`src/rtl/tdp_ram_pkg.sv`:
```
package tdp_ram_pkg;
   // Write-mode codes: what a writing port shows on its own read data.
   typedef enum logic [1:0] {
      WM_READ_FIRST  = 2'd0,
      WM_WRITE_FIRST = 2'd1,
      WM_NO_CHANGE   = 2'd2
   } wmode_e;
endpackage

```
`src/rtl/tdp_ram_array.sv`:
```
module tdp_ram_array #(
   parameter int DATA_W = 8,
   parameter int ADDR_W = 4
) (
   input  logic              clk,
   input  logic              a_wr,
   input  logic [ADDR_W-1:0] a_addr,
   input  logic [DATA_W-1:0] a_wdata,
   input  logic              b_wr,
   input  logic [ADDR_W-1:0] b_addr,
   input  logic [DATA_W-1:0] b_wdata,
   output logic [DATA_W-1:0] a_old,
   output logic [DATA_W-1:0] b_old
);
   localparam int DEPTH = 1 << ADDR_W;

   logic [DATA_W-1:0] store [DEPTH];

   // Port B is written first so that port A overrides it on a shared address.
   always_ff @(posedge clk) begin
      if (b_wr) store[b_addr] <= b_wdata;
      if (a_wr) store[a_addr] <= a_wdata;
   end

   // Pre-edge contents: both ports observe the word before any write.
   assign a_old = store[a_addr];
   assign b_old = store[b_addr];
endmodule

```
`src/rtl/tdp_port_out.sv`:
```
module tdp_port_out
   import tdp_ram_pkg::*;
#(
   parameter int     DATA_W = 8,
   parameter wmode_e MODE   = WM_READ_FIRST
) (
   input  logic              clk,
   input  logic              rst_n,
   input  logic              en,
   input  logic              we,
   input  logic [DATA_W-1:0] wdata,
   input  logic [DATA_W-1:0] old_word,
   output logic [DATA_W-1:0] rdata
);
   logic [DATA_W-1:0] wr_val;
   logic              wr_load;

   generate
      if (MODE == WM_WRITE_FIRST) begin : g_write_first
         assign wr_val  = wdata;
         assign wr_load = 1'b1;
      end else if (MODE == WM_READ_FIRST) begin : g_read_first
         assign wr_val  = old_word;
         assign wr_load = 1'b1;
      end else begin : g_no_change
         assign wr_val  = old_word;
         assign wr_load = 1'b0;
      end
   endgenerate

   logic              load;
   logic [DATA_W-1:0] nxt;

   always_comb begin
      load = en & (~we | wr_load);
      nxt  = we ? wr_val : old_word;
   end

   always_ff @(posedge clk) begin
      if (!rst_n)    rdata <= '0;
      else if (load) rdata <= nxt;
   end
endmodule

```
`src/rtl/tdp_collision_chk.sv`:
```
module tdp_collision_chk
   import tdp_ram_pkg::*;
#(
   parameter int     ADDR_W = 4,
   parameter wmode_e MODE_A = WM_READ_FIRST,
   parameter wmode_e MODE_B = WM_READ_FIRST
) (
   input  logic              clk,
   input  logic              rst_n,
   input  logic              a_en,
   input  logic              a_we,
   input  logic [ADDR_W-1:0] a_addr,
   input  logic              b_en,
   input  logic              b_we,
   input  logic [ADDR_W-1:0] b_addr,
   output logic              collide_err
);
   localparam bit A_SAFE = (MODE_A == WM_READ_FIRST);
   localparam bit B_SAFE = (MODE_B == WM_READ_FIRST);

   logic same, bad;

   always_comb begin
      same = a_en & b_en & (a_addr == b_addr);
      bad  = same & ((a_we & b_we) | (a_we & ~A_SAFE) | (b_we & ~B_SAFE));
   end

   always_ff @(posedge clk) begin
      if (!rst_n) collide_err <= 1'b0;
      else        collide_err <= bad;
   end
endmodule

```
`src/rtl/tdp_ram_collide.sv`:
```
module tdp_ram_collide
   import tdp_ram_pkg::*;
#(
   parameter int     DATA_W = 8,
   parameter int     ADDR_W = 4,
   parameter wmode_e MODE_A = WM_READ_FIRST,
   parameter wmode_e MODE_B = WM_READ_FIRST
) (
   input  logic              clk,
   input  logic              rst_n,
   input  logic              a_en,
   input  logic              a_we,
   input  logic [ADDR_W-1:0] a_addr,
   input  logic [DATA_W-1:0] a_wdata,
   output logic [DATA_W-1:0] a_rdata,
   input  logic              b_en,
   input  logic              b_we,
   input  logic [ADDR_W-1:0] b_addr,
   input  logic [DATA_W-1:0] b_wdata,
   output logic [DATA_W-1:0] b_rdata,
   output logic              collide_err
);
   generate
      if (DATA_W < 1)               $error("DATA_W must be at least 1");
      if (ADDR_W < 1 || ADDR_W > 12) $error("ADDR_W must be 1..12");
   endgenerate

   logic [DATA_W-1:0] a_old, b_old;

   tdp_ram_array #(.DATA_W(DATA_W), .ADDR_W(ADDR_W)) u_array (
      .clk     (clk),
      .a_wr    (a_en & a_we),
      .a_addr  (a_addr),
      .a_wdata (a_wdata),
      .b_wr    (b_en & b_we),
      .b_addr  (b_addr),
      .b_wdata (b_wdata),
      .a_old   (a_old),
      .b_old   (b_old)
   );

   tdp_port_out #(.DATA_W(DATA_W), .MODE(MODE_A)) u_out_a (
      .clk(clk), .rst_n(rst_n), .en(a_en), .we(a_we),
      .wdata(a_wdata), .old_word(a_old), .rdata(a_rdata)
   );

   tdp_port_out #(.DATA_W(DATA_W), .MODE(MODE_B)) u_out_b (
      .clk(clk), .rst_n(rst_n), .en(b_en), .we(b_we),
      .wdata(b_wdata), .old_word(b_old), .rdata(b_rdata)
   );

   tdp_collision_chk #(.ADDR_W(ADDR_W), .MODE_A(MODE_A), .MODE_B(MODE_B)) u_coll (
      .clk(clk), .rst_n(rst_n),
      .a_en(a_en), .a_we(a_we), .a_addr(a_addr),
      .b_en(b_en), .b_we(b_we), .b_addr(b_addr),
      .collide_err(collide_err)
   );
endmodule

```
`config.mk`:
```
export PLATFORM = sky130hd
export DESIGN_NAME = tdp_ram_collide
export DESIGN_NICKNAME = d
export VERILOG_FILES = /design/src/rtl/tdp_ram_pkg.sv /design/src/rtl/tdp_ram_array.sv /design/src/rtl/tdp_port_out.sv /design/src/rtl/tdp_collision_chk.sv /design/src/rtl/tdp_ram_collide.sv
export SDC_FILE = /design/constraint.sdc
export NUM_CORES = 1
export LEC_CHECK = 0
export BUFFER_PORTS_ARGS = -buffer_cell sky130_fd_sc_hd__buf_4
export CORE_AREA = 3 3 128 130
export DETAILED_ROUTE_END_ITERATION = 8
export DIE_AREA = 0 0 131 133
export GPL_ROUTABILITY_DRIVEN = 0
export PLACE_DENSITY = 0.76
export SYNTH_ARGS = -nofsm -noshare
export SYNTH_HDL_FRONTEND = slang
export SYNTH_HIERARCHICAL = 1
export SYNTH_SLANG_ARGS = --single-unit
```
`constraint.sdc`:
```
create_clock -name clk -period 2.85 [get_ports clk]
set_input_delay 0.4275 -clock clk [delete_from_list [all_inputs] [get_ports clk]]
set_output_delay 0.4275 -clock clk [all_outputs]
set_load 0.02 [all_outputs]
```
# Word-level counts from Yosys, hierarchy flattened
# Memory sizes are Yosys's and may differ from the RTL's. A register that Yosys moved wholly into a read port is not among the register bits.
# Index checks and enable logic that the tools add are counted.
[totals]
memories = 1
elab_cells = 15
regBits = 1
mem_bits_rw = 128
inputBits = 30
[op_classes]
bitwise = 6
mux = 4
n_eq_ne = 1
n_reduce_logical = 2
[memory_table]
columns = ["name", "words", "width", "rd", "rd_clocked_by_memory_dff", "write_ports", "line_no", "rtl"]
rows = [
  ["u_array.store", 16, 8, 2, 2, 2, "tdp_ram_array.sv:17", "logic [DATA_W-1:0] store [DEPTH];"],
]
[op_table]
columns = ["op", "count"]
rows = [
  ["1-bit bitwise AND", 6],
  ["4-bit equality test", 1],
  ["1-bit 2-to-1 mux", 4],
  ["1-bit logical NOT", 2],
]

# Depth between registers and ports, before layout
# Gate-level depths: netlist (run 1).
[logic_depth]
depth_word = 3
ltp_mapped = 7
mapped_depth_nobuf = 5

# Hierarchy
# Netlist (run 1), hierarchy kept.
[by_module_without_submodules]
columns = ["mod", "cells_per_inst", "instances", "area_per_inst_um2"]
rows = [
  ["tdp_ram_array", 472, 1, 7626.1],
  ["tdp_port_out", 25, 2, 301.5],
  ["tdp_collision_chk", 9, 1, 80.1],
  ["tdp_ram_collide", 2, 1, 12.5],
]

# Worst setup path before layout (run 1)
# No wires, ideal clock.
[synth_path]
kind = "input-to-reg"
startpoint = "input port b_addr[0]"
endpoint = "memory u_array.store[4][0] (enable)"
arrival_time_ns = 1.959
path_slack_ns = 0.507
path_stages = 4
path_cell_list = "buf_2 buf_2 or3b_2 o21ai_0"
[synth_rtl]
columns = ["item", "line_no", "rtl"]
rows = [
  ["from (decl)", "tdp_ram_collide.sv:18", "input logic [ADDR_W-1:0] b_addr,"],
  ["to (decl)", "tdp_ram_array.sv:17", ""],
]

==> results of run 1 <==
## cells by family after synthesis
| family | Yosys count | share of synthesized area, % |
|---|---|---|
| and+or+nand+nor | 78 | 5.82 |
| buffers and inverters | 50 | 2.90 |
| AOI/OAI and AO/OA | 48 | 4.01 |
| DFF | 145 | 50.3 |
| muxes | 208 | 36.6 |
| xor gates and xnor gates | 4 | 0.421 |
## worst register-to-register path, delay by kind of cell (launching register included)
| family | cells | cell delay [ns] |
|---|---|---|
| AO/OA/AOI/OAI | 1 | 0.35 |
| flip-flops | 1 | 0.41 |
| multiplexers | 2 | 0.68 |
| AND/OR/NAND/NOR | 2 | 0.17 |
## routing by layer
layer	wire length [microns]	part of all wire, %
met1	8960	40
met2	10500	47
met3	2360	10
met5	0	0
met4	721	3.2
## flip-flops by register name, summed over array words and instances (netlist names)
| signal | count |
|---|---|
| u_out_b/rdata | 8 |
| u_array/store | 128 |
| u_coll/collide_err | 1 |
| u_out_a/rdata | 8 |
## cells in the final DEF (no fill, tap or decap), types with 3 or more instances in the layout
cell       instances
edfxtp_1         128
mux2_2           126
buf_4             66
mux4_2            64
a22oi_1           32
nor2b_1           21
nand2_1           20
clkbuf_16         17
dfxtp_1           17
mux2i_1           16
o22ai_1            9
nor2_2             7
nand2b_1           7
o21ai_0            6
clkinv_2           5
and2_1             4
bufinv_16          4
xnor2_1            4
nor2_1             3
## stage by stage
stage          instances  total power, mW
3_5_place_dp         760             3.07
4_1_cts              792             5.35
5_1_grt              792             5.49
3_3_place_gp         760             3.06
6_report             792             5.34
2_1_floorplan        533             2.86
## cell type report
type	instances	area, sq um	share of cell area, %
Timing Repair Buffer	66	495	5.25
Clock inverter	13	168	1.78
Multi-Input combinational cell	338	3900	41.3
Sequential cell	145	4180	44.3
Tap cell	211	264	2.80
Clock buffer	19	433	4.59
## final timing paths
path | to | slack [ns]
hold / removal | u_coll/collide_err | 0.26
hold reg to reg | u_out_b/rdata[5] | 0.52
setup reg to reg | u_out_a/rdata[4] | 1.13
setup / recovery | u_array/store[1][3] | 0.76
## report_power, final
part	switching (mW)	leakage [nW]	internal (mW)	total (mW)
sequential	0.0329	1.30	2.38	2.41
combinational	0.343	1.61	0.293	0.636
clock	0.847	0.291	1.45	2.29
total	1.22	3.20	4.12	5.34
==> out/qor.csv, run 1 <==
metric,value,unit
status,completed,
clock-skew-final,0.00580,ns
busiest_layer,met2,
hold_path_depth,3,
core,0.0153,sq mm
clock.fmax,480,MHz
utilization,61.9,%
drc,0,
setup_viol,0,
vdd_drop_max,0.433,mV
leakage,3.20,nW
yosys.area.top_type,edfxtp_1,
grtUsageMet2,39.4,%
worstMarginPinSlew,1.12,ns
final_nets,598,
ys_seq_area_share,50.3,%
grt_max_degree,38,
track_usage,26.9,%
syn_area,0.00832,sq mm
critPathTopFamily,simple AND/OR/NAND/NOR gates,
r2r-start,u_array/store[9][4],
stdcell_area,0.00944,sq mm
endpoint_kind,flop,
grt_use_met1,39.2,%
start_kind,input pin,
crit_start,a_addr[0],
area_delta_synth_final,13.4,%
rows,45,
grt_pass1_wl,33.6,mm
grt.overflow.total,0,
post-place-ws,0.332,ns
cp.depth,5,
fin_tns_setup,0,ns
pin_count,47,
path_cells,"buf_4, nand2b_1, nand2b_1, o21ai_0, buf_4",
r2r_cells,5,
rsz0062_at_grt,no,
die_height,133,microns
synth_area_leaders,"edfxtp_1 46%, mux4_2 17%, mux2_2 17%",
maxSlewViolCount,0,
power.density,566,mW/mm^2
drtIter0Drc,627,
final_hold_viol_count,0,
maxSlewHeadroom,25.2,%
io_buffers,46,
grt_pass1_vias,5332,
worstPathArrival,2.21,ns
final.min_clock_period,2.09,ns
synth_nets,563,
htree_levels,4,
route.vias.total,5354,
cap_violations,0,
setup_ws,0.765,ns
critPathBufInv,2,
ys_top_cells_by_count,"128 x edfxtp_1, 126 x mux2_2, 64 x mux4_2",
fill_cells,1125,
drive_gt1_share,51.6,%
placed_area,0.00884,sq mm
cts_made_buffers,17,
min_path_type,input pin to flop,
synth-edff-count,128,
cts_setup_buffers,0,
cts.sinks,145,
met3_usage,5.81,%
cts_buffer_depth,2,
critPathSlowestCell,nand2b_1,
cts_tree,done,
clk_latency,0.43,ns
post_synth_num_cell_types,33,
cts_resized,0,
async_flop_share,0,%
hp-start,b_we,
ant_nets,0,
whs,0.262,ns
slowest_delay,0.52,ns
insertedDiodeCount,0,
yosysMostFrequentCell,edfxtp_1,
syn_inst,533,
grt_antenna_before_repair,0,
drt_wl_total,22.5,mm
cts_hold_buf,0,
die-area,0.0174,sq mm
cts_root_buf,clkbuf_16,
initial_core_util,54.5,%
clk_pin_slew,0.06,ns
place_hpwl,14.8,mm
synth_warnings,6,
synthFlopType,edfxtp_1,
final.period_utilization,73.2,%
crit_required,2.98,ns
critPathKind,input pin to flop,
viasPerCell,6.76,
path_max_fanout,30,
synth.top_cell.area_share,46.2,%
synth_area_per_cell,15.6,sq um
fp.dieW,131,microns
wl_per_cell,28.5,microns
first_pass_iters,5,
synth_seq_cells,145,
Note: power is estimated with default switching activity, not from simulation.
==> run 2, diff against run 1 <==
--- a/config.mk
+++ b/config.mk
@@ -5,12 +5,13 @@
 export SDC_FILE = /design/constraint.sdc
 export NUM_CORES = 1
 export LEC_CHECK = 0
+export ABC_AREA = 1
 export BUFFER_PORTS_ARGS = -buffer_cell sky130_fd_sc_hd__buf_4
-export CORE_AREA = 3 3 128 130
+export CORE_AREA = 3 3 133 135
 export DETAILED_ROUTE_END_ITERATION = 8
-export DIE_AREA = 0 0 131 133
+export DIE_AREA = 0 0 136 138
 export GPL_ROUTABILITY_DRIVEN = 0
-export PLACE_DENSITY = 0.76
+export PLACE_DENSITY = 0.79
 export SYNTH_ARGS = -nofsm -noshare
 export SYNTH_HDL_FRONTEND = slang
 export SYNTH_HIERARCHICAL = 1
==> constraint.sdc (replaced) <==
create_clock -name clk -period 1.88 [get_ports clk]
set_input_delay 0.282 -clock clk [delete_from_list [all_inputs] [get_ports clk]]
set_output_delay 0.282 -clock clk [all_outputs]
set_load 0.02 [all_outputs]
==> run 2 against run 1 <==
Cell count grew 110%. Clock-buffer cell count shrank 2. Worst setup slack lost 0.28 ns. Flip-flop and latch count is the same. Largest cell class is now multi-input combinational cells. Highest routed layer unchanged.
==> out/qor.csv, run 2 <==
metric,value,unit,change
viasPerCell,5.50,,-19%
clk_latency,0.43,ns,about the same
wl_per_cell,17.4,microns,-39%
rows,47,,+4.4%
die_height,138,microns,+3.8%
top_regs,"u_array/store (128), u_out_a/rdata (8), u_out_b/rdata (8)",,
route.vias.total,9146,,+71%
cts_buffer_depth,2,,unchanged
io_buffers,46,,unchanged
cts_made_buffers,17,,unchanged
core,0.0166,sq mm,+8.7%
grt_antenna_before_repair,0,,unchanged
rsz0062_at_grt,no,,
path_max_fanout,25,,-17%
setup_viol,0,,unchanged
cts_root_buf,clkbuf_16,,
synth_area_leaders,"edfxtp_1 42%, nand2_1 36%, o21ai_0 6.1%",,
clk_pin_slew,0.07,ns,about the same
async_flop_share,0,%,unchanged
syn_inst,1382,,+160%
insertedDiodeCount,0,,unchanged
htree_levels,4,,unchanged
synth_nets,1412,,+150%
worstPathArrival,1.76,ns,-0.45 ns
synth.top_cell.area_share,42.0,%,-4.2 points
clock-skew-final,0.00768,ns,+0.00188 ns
drt_wl_total,29.0,mm,+29%
fp.dieW,136,microns,+3.8%
cp_common_cell,nand2_1,,
yosys.area.top_type,edfxtp_1,,
cts_tree,done,,
drc,0,,unchanged
ys_seq_area_share,45.7,%,-4.5 points
synth-edff-count,128,,unchanged
vdd_drop_max,0.704,mV,+63%
first_pass_iters,6,,+1
grt_max_degree,35,,-7.9%
initial_core_util,55.2,%,+0.63 points
critPathSlowestCell,buf_4,,
yosysMostFrequentCell,nand2_1,,
grt_pass1_vias,7876,,+48%
path_cells,"buf_4, inv_2, buf_4, nand2_1, nand2_1, nand2_1, nand2_1, nand2_1, nand2_1, inv_1, nand2_1, inv_1, nand2_1, nand2_1, nor2_1",,
layout_common_cells,"870 x nand2_1, 128 x edfxtp_1, 108 x o21ai_0",,
fill_cells,1509,,+34%
maxSlewHeadroom,59.4,%,+34 points
power.density,777,mW/mm^2,+37%
post_synth_num_cell_types,22,,-33%
worstMarginPinSlew,0.609,ns,-0.514 ns
cts.sinks,145,,unchanged
slowest_delay,0.32,ns,-0.20 ns
critPathKind,input pin to flop,,
ys_top_cells_by_count,"870 x nand2_1, 128 x edfxtp_1, 112 x o21ai_0",,
cts_hold_buf,0,,unchanged
stdcell_area,0.0104,sq mm,+11%
maxSlewViolCount,0,,unchanged
area_delta_synth_final,14.1,%,
drtIter0Drc,1350,,+120%
grt.overflow.total,0,,unchanged
clock.fmax,719,MHz,
endpoint_kind,flop,,
r2r_slack,0.54,ns,-0.59 ns
synth_area_per_cell,6.62,sq um,-58%
cts_setup_buffers,0,,unchanged
min_path_type,input pin to flop,,
critPathTopFamily,simple AND/OR/NAND/NOR gates,,
drive_gt1_share,10.1,%,-42 points
largest_register_ffs,128,,unchanged
status,completed,,
cap_violations,0,,unchanged
crit_required,2.25,ns,-0.73 ns
die-area,0.0188,sq mm,+7.7%
pin_count,47,,unchanged
ant_nets,0,,unchanged
cts_resized,0,,unchanged
final_hold_viol_count,0,,unchanged
whs,0.163,ns,-0.0991 ns
grt_pass1_wl,43.6,mm,+30%
syn_area,0.00915,sq mm,+9.9%
synthFlopType,edfxtp_1,,
placed_area,0.00988,sq mm,+12%
regMostFlops,u_array/store,,
synth_seq_cells,145,,unchanged
final.period_utilization,74.0,%,
final.min_clock_period,1.39,ns,
synth_warnings,6,,unchanged
place_hpwl,19.9,mm,+34%
leakage,5.22,nW,+63%
track_usage,30.6,%,+3.7 points
start_kind,input pin,,
final_common_cell,nand2_1,,
critPathBufInv,5,,+3
final_nets,1462,,+140%
-- run 2: cell types whose count changed after synthesis, sizes merged, moves of 7 or more --
cell	before	now
nor2b	21	0
mux4	64	0
nor2	12	45
buf	25	37
nand2	20	874
mux2i	16	0
a22oi	32	0
inv	0	85
o21ai	6	138
nand2b	7	0
clkbuf	25	37
mux2	128	0
-- run 2: worst min-delay path: stages --
cell	delay [ns]
buf_4	0.17
nand2_1	0.08
nor2_1	0.03
-- run 2: final cells by class --
| class | count | area [sq um] | area share [%] |
|---|---|---|---|
| multi-input combinational | 1075 | 4270 | 40.9 |
| sequential | 145 | 4180 | 40.1 |
| timing repair buffer | 105 | 826 | 7.91 |
| clock buffer | 17 | 425 | 4.07 |
| inverter | 88 | 330 | 3.16 |
| tap | 220 | 275 | 2.64 |
| clock inverter | 14 | 133 | 1.27 |
-- run 2: path summary, 6_finish.rpt --
path / end / cells past startpoint / start
worst min register to register: u_out_b/rdata[0] / 2 / u_out_b/rdata[0]
worst max-delay path: u_out_a/rdata[5] / 15 / a_addr[0]
worst max register to register: u_out_a/rdata[5] / 12 / u_array/store[6][5]
worst min-delay path: u_out_b/rdata[0] / 3 / rst_n
-- run 2: where the power goes --
group | switching, mW | total (mW) | internal (mW)
Combinational | 0.804 | 1.18 | 0.377
Clock | 1.43 | 3.27 | 1.83
Sequential | 0.0586 | 3.66 | 3.61
-- run 2: logic make-up (layout without fill, tap and decap cells) --
logic type | Yosys count | after routing | share of synthesized area, %
simple gates | 930 | 930 | 38.6
buf+inv | 162 | 224 | 7.62
compound gates | 145 | 145 | 8.04
flops | 145 | 145 | 45.7
-- run 2: metal layers --
metal	part of all wire [%]	track usage [%]	vias to the layer above
met2	43	44.6	644
met1	39	44.1	4030
li1	-	-	4403
met3	14	7.38	69
met5	0	0	-
met4	3.2	11.9	0
-- run 2: through the flow --
step	setup TNS, ns	instances	worst slack [ns]	total power, mW	util [%]
3_3_place_gp	0	1633	0.166	4.85	59.6
4_1_cts	0	1664	0.565	8.09	63.0
6_report	0	1664	0.490	8.11	63.0
5_1_grt	0	1664	0.370	8.38	63.0
3_5_place_dp	0	1633	0.136	4.87	59.6
2_1_floorplan	-5.96	1382	-0.129	4.45	-
==> run 3, diff against run 2 <==
==> constraint.sdc (replaced) <==
create_clock -name clk -period 1.1 [get_ports clk]
set_input_delay 0.165 -clock clk [delete_from_list [all_inputs] [get_ports clk]]
set_output_delay 0.165 -clock clk [all_outputs]
set_load 0.02 [all_outputs]
==> run 3 against run 2 <==
The flow now finishes with violations (negative setup slack). Worst setup slack worse by 0.73 ns. Largest power group unchanged. First-iteration DRC count is 25% higher. Critical path type is now flop to flop. Wire length increased by 11%. Via count grew 6.9%. Clock-buffer cell count grew 3. Register-to-register slack got worse by 0.78 ns. Global-route usage increased by 3.3 points. Critical path depth fell by 3.
==> out/qor.csv, run 3 (synthesis results as in run 2) <==
metric,value,unit,change
fp.dieW,136,microns,unchanged
maxSlewViolCount,0,,unchanged
cts_hold_buf,0,,unchanged
worstMarginPinSlew,0.361,ns,-0.248 ns
viasPerCell,5.73,,+4.3%
cts_made_buffers,17,,unchanged
min_path_type,input pin to flop,,
final_cells,1705,,+2.5%
drt_wl_total,32.1,mm,+11%
vdd_drop_max,1.06,mV,+51%
rsz0062_at_grt,yes,,
cp_common_cell,nand2_1,,
critPathKind,flop to flop,,
r2r_cells,12,,unchanged
cts_tree,done,,
rows,47,,unchanged
endpoint_kind,flop,,
status,finished with violations,,
clock.fmax,749,MHz,
area_delta_synth_final,30.2,%,
stdcell_area,0.0119,sq mm,+14%
grt_pass1_wl,48.7,mm,+12%
pin_count,47,,unchanged
route.vias.total,9778,,+6.9%
place_hpwl,22.5,mm,+13%
placed_area,0.0112,sq mm,+13%
core,0.0166,sq mm,unchanged
clk_pin_slew,0.06,ns,about the same
multi_input_area,0.00475,sq mm,+11%
die-area,0.0188,sq mm,unchanged
top_regs,"u_array/store (128), u_out_a/rdata (8), u_out_b/rdata (8)",,
clk_latency,0.42,ns,about the same
final.period_utilization,121,%,
die_height,138,microns,unchanged
first_pass_iters,7,,+1
io_buffers,46,,unchanged
track_usage,33.9,%,+3.3 points
dpl.cell_count,1671,,+2.3%
grt_antenna_before_repair,0,,unchanged
final_common_cell,nand2_1,,
clock-skew-final,0.00758,ns,-0.0000960 ns
insertedDiodeCount,0,,unchanged
path_cells,"nand2_1, nand2_1, nand2_1, nand2_1, nand2_1, nand2_1, inv_1, nand2_2, inv_2, nand2_1, nand2_1, nor2_1",,
grt.overflow.total,0,,unchanged
grt_pass1_vias,8807,,+12%
cap_violations,0,,unchanged
violations,negative setup slack,,
grt_max_degree,28,,-20%
cts_setup_buffers,0,,unchanged
crit_required,1.42,ns,-0.83 ns
cts.sinks,145,,unchanged
fill_cells,1233,,-18%
power.density,1210,mW/mm^2,+56%
regMostFlops,u_array/store,,
seq_area,0.00419,sq mm,+0.15%
drtIter0Drc,1694,,+25%
critPathSlowestCell,edfxtp_1,,
htree_levels,4,,unchanged
ant_nets,0,,unchanged
start_kind,flop,,
slowest_delay,0.47,ns,+0.15 ns
largest_register_ffs,128,,unchanged
final_nets,1502,,+2.7%
leakage,5.69,nW,+9.0%
r2r_slack,-0.24,ns,-0.78 ns
initial_core_util,55.2,%,unchanged
final_hold_viol_count,0,,unchanged
path_max_fanout,2,,-92%
maxSlewHeadroom,75.9,%,+17 points
setup_ws,-0.236,ns,-0.725 ns
layout_common_cells,"821 x nand2_1, 128 x edfxtp_1, 119 x o21ai_1",,
worstPathArrival,1.66,ns,-0.10 ns
drc,0,,unchanged
drive_gt1_share,20.4,%,+10 points
cts_buffer_depth,2,,unchanged
final.min_clock_period,1.34,ns,
cts_root_buf,clkbuf_16,,
setup_viol,16,,+16
wl_per_cell,18.8,microns,+8.2%
hold_path_depth,3,,unchanged
[run 3: path summary, 6_finish.rpt]
| kind | startpoint | to |
|---|---|---|
| hold reg to reg | u_out_b/rdata[3] | u_out_b/rdata[3] |
| hold / removal | rst_n | u_out_a/rdata[0] |
| setup reg to reg | u_array/store[10][1] | u_out_b/rdata[1] |
| setup / recovery | u_array/store[10][1] | u_out_b/rdata[1] |
[run 3: where the power goes]
| part | internal [mW] | switching, mW |
|---|---|---|
| clock | 3.12 | 2.37 |
| combinational | 0.988 | 1.66 |
| sequential | 6.17 | 0.103 |
[run 3: metrics by stage]
stage	utilization, %	setup TNS [ns]	setup WS (ns)	hold WS (ns)	total power, mW
6_report	71.8	-2.78	-0.236	0.0604	14.4
5_1_grt	71.8	-4.21	-0.327	0.0663	14.9
4_1_cts	71.4	-2.12	-0.183	0.0446	14.3
3_5_place_dp	67.5	-88.35	-0.443	0.468	8.83
3_3_place_gp	67.5	-82.02	-0.400	0.459	8.77
2_1_floorplan	-	-27.94	-0.230	0.356	7.86
[run 3: timing repair]
| item | CTS | global route |
|---|---|---|
| gates resized for setup | 41 | 27 |
| cloned | 1 | 1 |
| pin swaps | 70 | 54 |
| endpoints found under the setup margin | 28 | 26 |
[run 3: critical path: cells and delay by family (launching register included)]
family,cells,cell delay (ns)
and+or+nand+nor,10,0.64
DFF,1,0.47
buffers and inverters,2,0.12
[run 3: area by class of cell]
class                           instances  share of cell area, %
Tap cell                              220                   2.31
Multi-Input combinational cell       1075                   39.9
Clock inverter                         12                  0.935
Clock buffer                           20                   3.67
Sequential cell                       145                   35.2
Timing Repair Buffer                  145                   14.6
Inverter                               88                   3.38
[run 3: per-layer routing]
metal  GRT usage [%]  vias up  part of all wire, %
met3            8.68      122                   15
met1            47.3     4351                   37
met5               0        -                    0
met4            13.7        0                  4.5
met2            50.7      780                   44
li1                -     4525                    -
